**config.mk**
```make
export PLATFORM = sky130hd
export DESIGN_NAME = symalign_rx
export DESIGN_NICKNAME = d
export VERILOG_FILES = /design/src/rtl/symalign_pkg.sv /design/src/rtl/symalign_window.sv /design/src/rtl/symalign_cdet.sv /design/src/rtl/symalign_decode.sv /design/src/rtl/symalign_rx.sv
export SDC_FILE = /design/constraint.sdc
export NUM_CORES = 1
export LEC_CHECK = 0
export BUFFER_PORTS_ARGS = -buffer_cell sky130_fd_sc_hd__buf_4
export CORE_MARGIN = 2
export CORE_UTILIZATION = 53
export CTS_CLUSTER_DIAMETER = 120
export CTS_CLUSTER_SIZE = 20
export DETAILED_ROUTE_END_ITERATION = 10
export GPL_TIMING_DRIVEN = 0
export MAX_ROUTING_LAYER = met4
export PLACE_DENSITY_LB_ADDON = 0.12
export RECOVER_POWER = 100
export SLEW_MARGIN = 20
export SYNTH_ARGS = -nofsm -noshare
export SYNTH_HDL_FRONTEND = slang
export SYNTH_HIERARCHICAL = 1
export SYNTH_SLANG_ARGS = --single-unit
```
**constraint.sdc**
```tcl
create_clock -name clk -period 2.2 [get_ports clk]
set_clock_uncertainty 0.05 [all_clocks]
set_input_delay 0.44 -clock clk [delete_from_list [all_inputs] [get_ports clk]]
set_output_delay 0.44 -clock clk [all_outputs]
set_load 0.005 [all_outputs]
```
**src/rtl/symalign_pkg.sv**
```systemverilog
package symalign_pkg;
  localparam int SYM_W = 5;
  localparam int NIB_W = 4;
  localparam int WIN_W = 2 * SYM_W;
  localparam int CNT_W = $clog2(SYM_W);

  localparam logic [SYM_W-1:0] SYM_IDLE = 5'b11111;
  localparam logic [SYM_W-1:0] SYM_SSD1 = 5'b11000;
  localparam logic [SYM_W-1:0] SYM_SSD2 = 5'b10001;
  localparam logic [SYM_W-1:0] SYM_END1 = 5'b01101;
  localparam logic [SYM_W-1:0] SYM_END2 = 5'b00111;

  localparam logic [NIB_W-1:0] NIB_FALSE = 4'b1110;
  localparam logic [NIB_W-1:0] NIB_BAD   = 4'b0000;

  typedef enum logic [2:0] {
    ST_HUNT,
    ST_SSD,
    ST_FRAME,
    ST_TAIL,
    ST_FALSE
  } align_st_t;

  typedef struct packed {
    logic             ok;
    logic [NIB_W-1:0] nib;
  } dec_t;

  function automatic dec_t dec_4b5b(input logic [SYM_W-1:0] c);
    dec_t d;
    d.ok = 1'b1;
    case (c)
      5'b11110: d.nib = 4'h0;
      5'b01001: d.nib = 4'h1;
      5'b10100: d.nib = 4'h2;
      5'b10101: d.nib = 4'h3;
      5'b01010: d.nib = 4'h4;
      5'b01011: d.nib = 4'h5;
      5'b01110: d.nib = 4'h6;
      5'b01111: d.nib = 4'h7;
      5'b10010: d.nib = 4'h8;
      5'b10011: d.nib = 4'h9;
      5'b10110: d.nib = 4'hA;
      5'b10111: d.nib = 4'hB;
      5'b11010: d.nib = 4'hC;
      5'b11011: d.nib = 4'hD;
      5'b11100: d.nib = 4'hE;
      5'b11101: d.nib = 4'hF;
      default: begin
        d.ok  = 1'b0;
        d.nib = NIB_BAD;
      end
    endcase
    return d;
  endfunction
endpackage

```
**src/rtl/symalign_window.sv**
```systemverilog
module symalign_window #(
  parameter int WIDTH = 10
) (
  input  logic             clk,
  input  logic             rst,
  input  logic             bit_in,
  output logic [WIDTH-1:0] win
);
  always_ff @(posedge clk) begin
    if (rst) win <= '1;
    else     win <= {win[WIDTH-2:0], bit_in};
  end
endmodule

```
**src/rtl/symalign_cdet.sv**
```systemverilog
module symalign_cdet #(
  parameter int WIDTH = 10
) (
  input  logic [WIDTH-1:0] win,
  output logic             det
);
  localparam int GAP = 2;
  logic [WIDTH-GAP-1:0] far_zero;

  generate
    for (genvar i = GAP; i < WIDTH; i++) begin : g_far
      assign far_zero[i-GAP] = ~win[i];
    end
  endgenerate

  assign det = ~win[0] & (|far_zero);
endmodule

```
**src/rtl/symalign_decode.sv**
```systemverilog
module symalign_decode
  import symalign_pkg::*;
(
  input  logic [SYM_W-1:0] grp,
  output logic             ok,
  output logic [NIB_W-1:0] nib
);
  dec_t d;
  always_comb begin
    d   = dec_4b5b(grp);
    ok  = d.ok;
    nib = d.nib;
  end
endmodule

```
**src/rtl/symalign_rx.sv**
```systemverilog
module symalign_rx
  import symalign_pkg::*;
(
  input  logic             clk,
  input  logic             rst,
  input  logic             rx_bit,
  output logic [NIB_W-1:0] rxd,
  output logic             rx_dv,
  output logic             rx_er,
  output logic             crs,
  output logic             nib_stb
);
  localparam logic [CNT_W-1:0] CNT_LAST = CNT_W'(SYM_W - 1);
  localparam logic [WIN_W-1:0] SSD_PAIR = {SYM_SSD1, SYM_SSD2};

  logic [WIN_W-1:0] win;
  logic             det;
  logic             dec_ok;
  logic [NIB_W-1:0] dec_nib;
  logic [SYM_W-1:0] grp;
  logic             grp_done;
  logic             grp_idle;

  align_st_t        st;
  logic [CNT_W-1:0] cnt;
  logic             idle_seen;

  symalign_window #(.WIDTH(WIN_W)) u_win (
    .clk    (clk),
    .rst    (rst),
    .bit_in (rx_bit),
    .win    (win)
  );

  symalign_cdet #(.WIDTH(WIN_W)) u_cdet (
    .win (win),
    .det (det)
  );

  assign grp      = win[SYM_W-1:0];
  assign grp_done = (cnt == CNT_LAST);
  assign grp_idle = (grp == SYM_IDLE);

  symalign_decode u_dec (
    .grp (grp),
    .ok  (dec_ok),
    .nib (dec_nib)
  );

  always_ff @(posedge clk) begin
    if (rst) begin
      st        <= ST_HUNT;
      cnt       <= '0;
      idle_seen <= 1'b0;
      rxd       <= '0;
      rx_dv     <= 1'b0;
      rx_er     <= 1'b0;
      crs       <= 1'b0;
      nib_stb   <= 1'b0;
    end else begin
      nib_stb <= 1'b0;
      rx_er   <= (st == ST_FALSE);
      if (st != ST_HUNT) cnt <= grp_done ? '0 : cnt + 1'b1;
      case (st)
        ST_HUNT: begin
          if (det) begin
            st  <= ST_SSD;
            cnt <= '0;
            crs <= 1'b1;
          end
        end
        ST_SSD: begin
          if (grp_done) begin
            idle_seen <= 1'b0;
            if (win == SSD_PAIR) begin
              st    <= ST_FRAME;
              rx_dv <= 1'b1;
            end else begin
              st      <= ST_FALSE;
              rx_er   <= 1'b1;
              rxd     <= NIB_FALSE;
              nib_stb <= 1'b1;
            end
          end
        end
        ST_FRAME: begin
          if (grp_done) begin
            if (dec_ok) begin
              rxd       <= dec_nib;
              nib_stb   <= 1'b1;
              idle_seen <= 1'b0;
            end else if (grp == SYM_END1) begin
              st    <= ST_TAIL;
              rx_dv <= 1'b0;
            end else if (grp_idle && idle_seen) begin
              st    <= ST_HUNT;
              rx_dv <= 1'b0;
              crs   <= 1'b0;
            end else begin
              rxd       <= NIB_BAD;
              rx_er     <= 1'b1;
              nib_stb   <= 1'b1;
              idle_seen <= grp_idle;
            end
          end
        end
        ST_TAIL: begin
          if (grp_done) begin
            st  <= ST_HUNT;
            crs <= 1'b0;
            if (grp != SYM_END2) begin
              rxd     <= NIB_FALSE;
              rx_er   <= 1'b1;
              nib_stb <= 1'b1;
            end
          end
        end
        ST_FALSE: begin
          if (grp_done) begin
            if (grp_idle && idle_seen) begin
              st    <= ST_HUNT;
              rx_er <= 1'b0;
              crs   <= 1'b0;
            end else begin
              idle_seen <= grp_idle;
              rxd       <= NIB_FALSE;
              nib_stb   <= 1'b1;
            end
          end
        end
        default: st <= ST_HUNT;
      endcase
    end
  end

  AST_DV_NEEDS_CRS: assert property (@(posedge clk) disable iff (rst)
    rx_dv |-> crs);
  AST_LOCK_NO_STB: assert property (@(posedge clk) disable iff (rst)
    $rose(rx_dv) |-> !nib_stb);
  AST_STB_SPACED: assert property (@(posedge clk) disable iff (rst)
    nib_stb |=> !nib_stb);
  AST_CNT_RANGE: assert property (@(posedge clk) disable iff (rst)
    cnt <= CNT_LAST);
  AST_DV_DROP_NO_STB: assert property (@(posedge clk) disable iff (rst)
    $fell(rx_dv) |-> !nib_stb);
  AST_FALSE_NIBBLE: assert property (@(posedge clk) disable iff (rst)
    (rx_er && !rx_dv) |-> (rxd == NIB_FALSE));
  AST_ER_CLEAR_AT_DROP: assert property (@(posedge clk) disable iff (rst)
    $fell(crs) && !nib_stb |-> !rx_er);
endmodule

```
### After elaboration in Yosys (flattened, before gate mapping)

Index checks and enable logic that the tools add are counted.
W data, S select, Z words.

* $add $sub $neg: 1
* multiply operators: 0
* divide/modulo/power cells: 0
* magnitude comparators: 0
* equality and inequality tests: 39
* shifts and indexed selects: 0
* multiplexer cells: 62
* bitwise gates (word level): 10
* reduce and logical (&&, ||, !) cells: 14

Operators by type and width (number)
* $eq A5 B5 Y1 const B: 12
* $pmux W4 S15: 1
* $mux W4: 10
* $mux W3: 13
* $mux W1: 31
* $eq A5 B4 Y1 const B: 6
* $ne A2 B2 Y1 const B: 11
* $pmux W4 S4: 1
* $reduce_or A16 Y1: 1
* $pmux W3 S5: 1
* $pmux W1 S4: 3
* $reduce_and A6 Y1: 2
* $eq A10 B10 Y1 const B: 1
* $reduce_and A10 Y1: 1
* $ne A3 B3 Y1 const B: 3
* $not A1 Y1: 9
* $reduce_bool A4 Y1: 2
* $reduce_or A8 Y1: 1
* $reduce_and A7 Y1: 1
* $eq A3 B2 Y1 const B: 2
* $eq A3 B3 Y1 const B: 2
* $reduce_bool A3 Y1: 2
* $ne A5 B3 Y1 const B: 1
* $reduce_and A5 Y1: 1
* other kinds (8): 8

* flip-flop bits (word level): 25
* bits in latches: 0
* RAM bits: 0
* ROM bits: 0
* output and inout bits: 8
* memories kept: 0

### Longest topological paths before layout

* word-level depth: 7
* gate-level depth with buffers: 10
* gate-level depth less buffers: 8

### By module

The synthesis kept the hierarchy.

By module, submodules not included
* symalign_rx: instances 1, cells an instance 135, area an instance 1088.5 µm², sequential area each 300.3 µm²
* symalign_window: instances 1, cells an instance 20, area an instance 262.8 µm², sequential area each 200.2 µm²
* symalign_decode: instances 1, cells an instance 21, area an instance 121.4 µm², sequential area each 0.0 µm²
* symalign_cdet: instances 1, cells an instance 3, area an instance 26.3 µm², sequential area each 0.0 µm²

### Least setup slack after synthesis

No wires, ideal clock.

* path kind: register to register
* start: register u_win.win[4]
* end: register rxd[0]
* setup time: 0.101 ns
* arrival: 1.915 ns
* setup slack: 0.134 ns
* cell stages (with the launch flop): 8
* period minus slack after synthesis: 2.066 ns
* cells stage by stage: dfxtp_1 -> nand2b_1 -> o22ai_1 -> clkbuf_1 -> a21oi_2 -> a2111oi_4 -> nor2_2 -> o41ai_1

* longest elaborated chain between the ends: 6

RTL lines
* from (decl): RTL line symalign_window.sv:7 `output logic [WIDTH-1:0] win`
* from (signal assigned): RTL line symalign_window.sv:11 `else win <= {win[WIDTH-2:0], bit_in};`
* $eq A5 B5 Y1 / $eq A5 B4 Y1 (equally long branches): RTL line symalign_pkg.sv:32 `case (c)`
* $reduce_or A16 Y1 (no source line) (*)
* $mux W1 (*): RTL line symalign_pkg.sv:32
* net dec_ok: RTL line symalign_rx.sv:18 `logic dec_ok;`
* $mux W4: RTL line symalign_rx.sv:88 `if (dec_ok) begin`
* $mux W4: RTL line symalign_rx.sv:87 `if (grp_done) begin`
* $pmux W4 S4: RTL line symalign_rx.sv:64 `case (st)`
* to (signal assigned): RTL line symalign_rx.sv:89 `rxd <= dec_nib;`
* to (decl): RTL line symalign_rx.sv:7 `output logic [NIB_W-1:0] rxd,`

The timed path passes the listed nets; every way through them passes the cells marked *. The select of a mux whose other input is x is not followed.
A chain may end at the register's enable or synchronous reset.

### Worst setup path after layout

* start: register u_win.win[3]
* end: register rxd[0]

The elaborated chain is that of the path after synthesis.

==> run summary <==
status = finished clean
routed len/inst = 14.5 um
Hold WC Path Type = in -> reg
max-cap violation count = 0
io pins = 11
clock tree buffer depth = 2
post-synth cell types = 54
Mapped Cells = 179
detailed placer's ending HPWL = 2360 um
TritonCTS clock tree = yes
critical-path maximum fanout = 10
P per Cell Area = 447 nW/um^2
nets@finish = 200
Syn. warnings = 6
Buffers on Ports = 10
vias in the first global route = 1267
register bit total from synthesis = 25
Starting DRT DRC Count = 46
top_reg_cell synth = dfxtp_1
synthesis-to-layout area growth = 10.7%
GR Util All Layers = 23.0%
Initial Util = 55.3%
Max IR drop VDD = 0.352 mV
1st-pass router iterations = 4
Hold Fails Final Rpt = 0
Critical Path RT = 2390 ps
Rows = 19
Min Clock Period, post-route = 2110 ps
EDFF count, synth = 0
crit end category = flop
Final setup viols = 0
Clock Latency Late Sink = 320 ps
GR Util met3 = 2.04%
Root Buffer = clkbuf_4
GR Layer Usage met2 = 37.9%
Die W = 57.2 um
syn_area_per_cell = 8.37 um^2
DR vias = 1394
max_slew headroom = 59.6%
syn nets = 184
antenna violations before repair = 0
global-route wire length before repair = 5750 um
largest net degree at the start of global routing = 18
chip height = 57.2 um
most used routing layer = met2
GPL Wtd Cong = 0.923
CTS Sinks = 25
asr flop ratio synth = 0%
Ant. Diodes = 0
area of the mapped netlist = 1500 um^2
Reg clk slew, reported paths = 130 ps
final hold slack = 236 ps
Critical Path Start Type = flop
drt via density = 6.20
dpl cell area = 1610 um^2
total power after layout = 0.000741 W
RSZ-0062 raised after global routing = false
Routed Antenna Nets = 0
period utilization = 95.7%
share of cells above drive strength 1 = 20.1%
actual slew at the worst max-slew pin = 606 ps
Post-Route WL = 3260 um
Max Fclk = 475 MHz
CTS H-tree depth = 1
GR Util met1 = 29.5%
Arrival @ worst endpoint = 2290 ps
Lkg Pwr = 0.601 nW
final slew viol count = 0
Core Box Area = 2710 um^2
Post-route DRC = 0
Num CTS Buffers = 3
DIE AREA = 3270 um^2
gr ovfl total = 0
Post-Layout Inst Area = 1660 um^2
critical path class = reg -> reg
Seq/Total Area, Yosys = 33.4%
-- power breakdown --
part | internal, W | total [W] | leakage (nW) | switching, W
logic | 0.0000282 | 0.0000690 | 0.385 | 0.0000409
registers | 0.000458 | 0.000467 | 0.201 | 0.00000935
clock network | 0.0000711 | 0.000205 | 0.0150 | 0.000134
-- critical path, stage by stage (launching register included) --
cell and delay [ps]:
dfxtp_2 450, nand2_1 110, nor2_1 120, o22ai_1 90
buf_4 180, a21oi_2 190, a2111oi_4 90, buf_4 180
or4b_1 500, o41ai_2 70
-- placed cells by master (no fill, tap or decap), types with 4 or more instances in the layout --
cell,synthesis,routed
clkbuf_4,0,11
nand2b_1,5,5
nor3_1,10,10
dfxtp_1,25,20
nand2_1,16,16
buf_4,1,4
o21ai_0,8,8
inv_1,5,5
or2_1,10,10
nor2_1,15,15
a21oi_1,11,11
clkbuf_1,4,5
and2_1,4,4
-- flip-flops by register name, summed over array words and instances (netlist names), 3 cells and up --
register / flops
st: 3
u_win/win: 10
cnt: 3
rxd: 4
-- final timing paths --
kind	start	end	slack, ps	cells after the start
min reg2reg	u_win/win[6]	u_win/win[7]	420	1
min	rx_bit	u_win/win[0]	240	2
max	u_win/win[3]	rxd[0]	90	9
max reg2reg	u_win/win[3]	rxd[0]	90	9
-- cells by family (layout without fill, tap and decap cells) --
logic type | after synthesis | in the layout | synth area share [%]
and+or+nand+nor | 88 | 88 | 35.1
AOI/OAI and AO/OA | 45 | 45 | 22.3
DFF | 25 | 25 | 33.4
buffers and inverters | 15 | 30 | 5.26
xor gates and xnor gates | 4 | 4 | 2.34
adders and majority gates | 2 | 2 | 1.67
-- cell type report --
class                   instances  area (um^2)
fillers                       244         1050
multi-input cells             139          921
clock buffers                   4         26.3
inverters                       5         18.8
flip-flops and latches         25          512
well taps                      31         38.8
repair buffers                 11         78.8
plain buffers                  10         63.8
-- through the flow --
stage	setup WS, ps	utilization (%)	cells	setup TNS [ps]
floorplan	134	-	179	0
global placement	-178	59.5	220	-533
detailed placement	-240	59.5	220	-957
CTS	11.2	61.0	225	0
global route	4.91	61.2	225	0
finish	94.7	61.2	225	0
-- Yosys cell counts (4+ instances only) --
cell / count / share of area, %
dfxtp_1: 25 / 33
nand2_1: 16 / 4.0
nor2_1: 15 / 3.8
a21oi_1: 11 / 3.7
nor3_1: 10 / 3.3
or2_1: 10 / 4.2
o21ai_0: 8 / 2.7
inv_1: 5 / 1.3
nand2b_1: 5 / 2.1
and2_1: 4 / 1.7
clkbuf_1: 4 / 1.0
-- layer usage --
layer  routed length (um)  part of all wire [%]  vias up
met3                  130                   4.0        5
met5                    0                     0        -
met2                 1580                    49       39
met1                 1500                    46      675
li1                     -                     -      675
met4                   50                   1.5        0
-- what timing repair did --
action	4_1_cts	5_1_grt
endpoints found under the setup margin	7	3
hold endpoints to repair	0	0
setup buffers	1	0
pin swaps	1	0
resized for setup	5	7
hold buffers	0	0
Power figures use the tool's default switching activity.
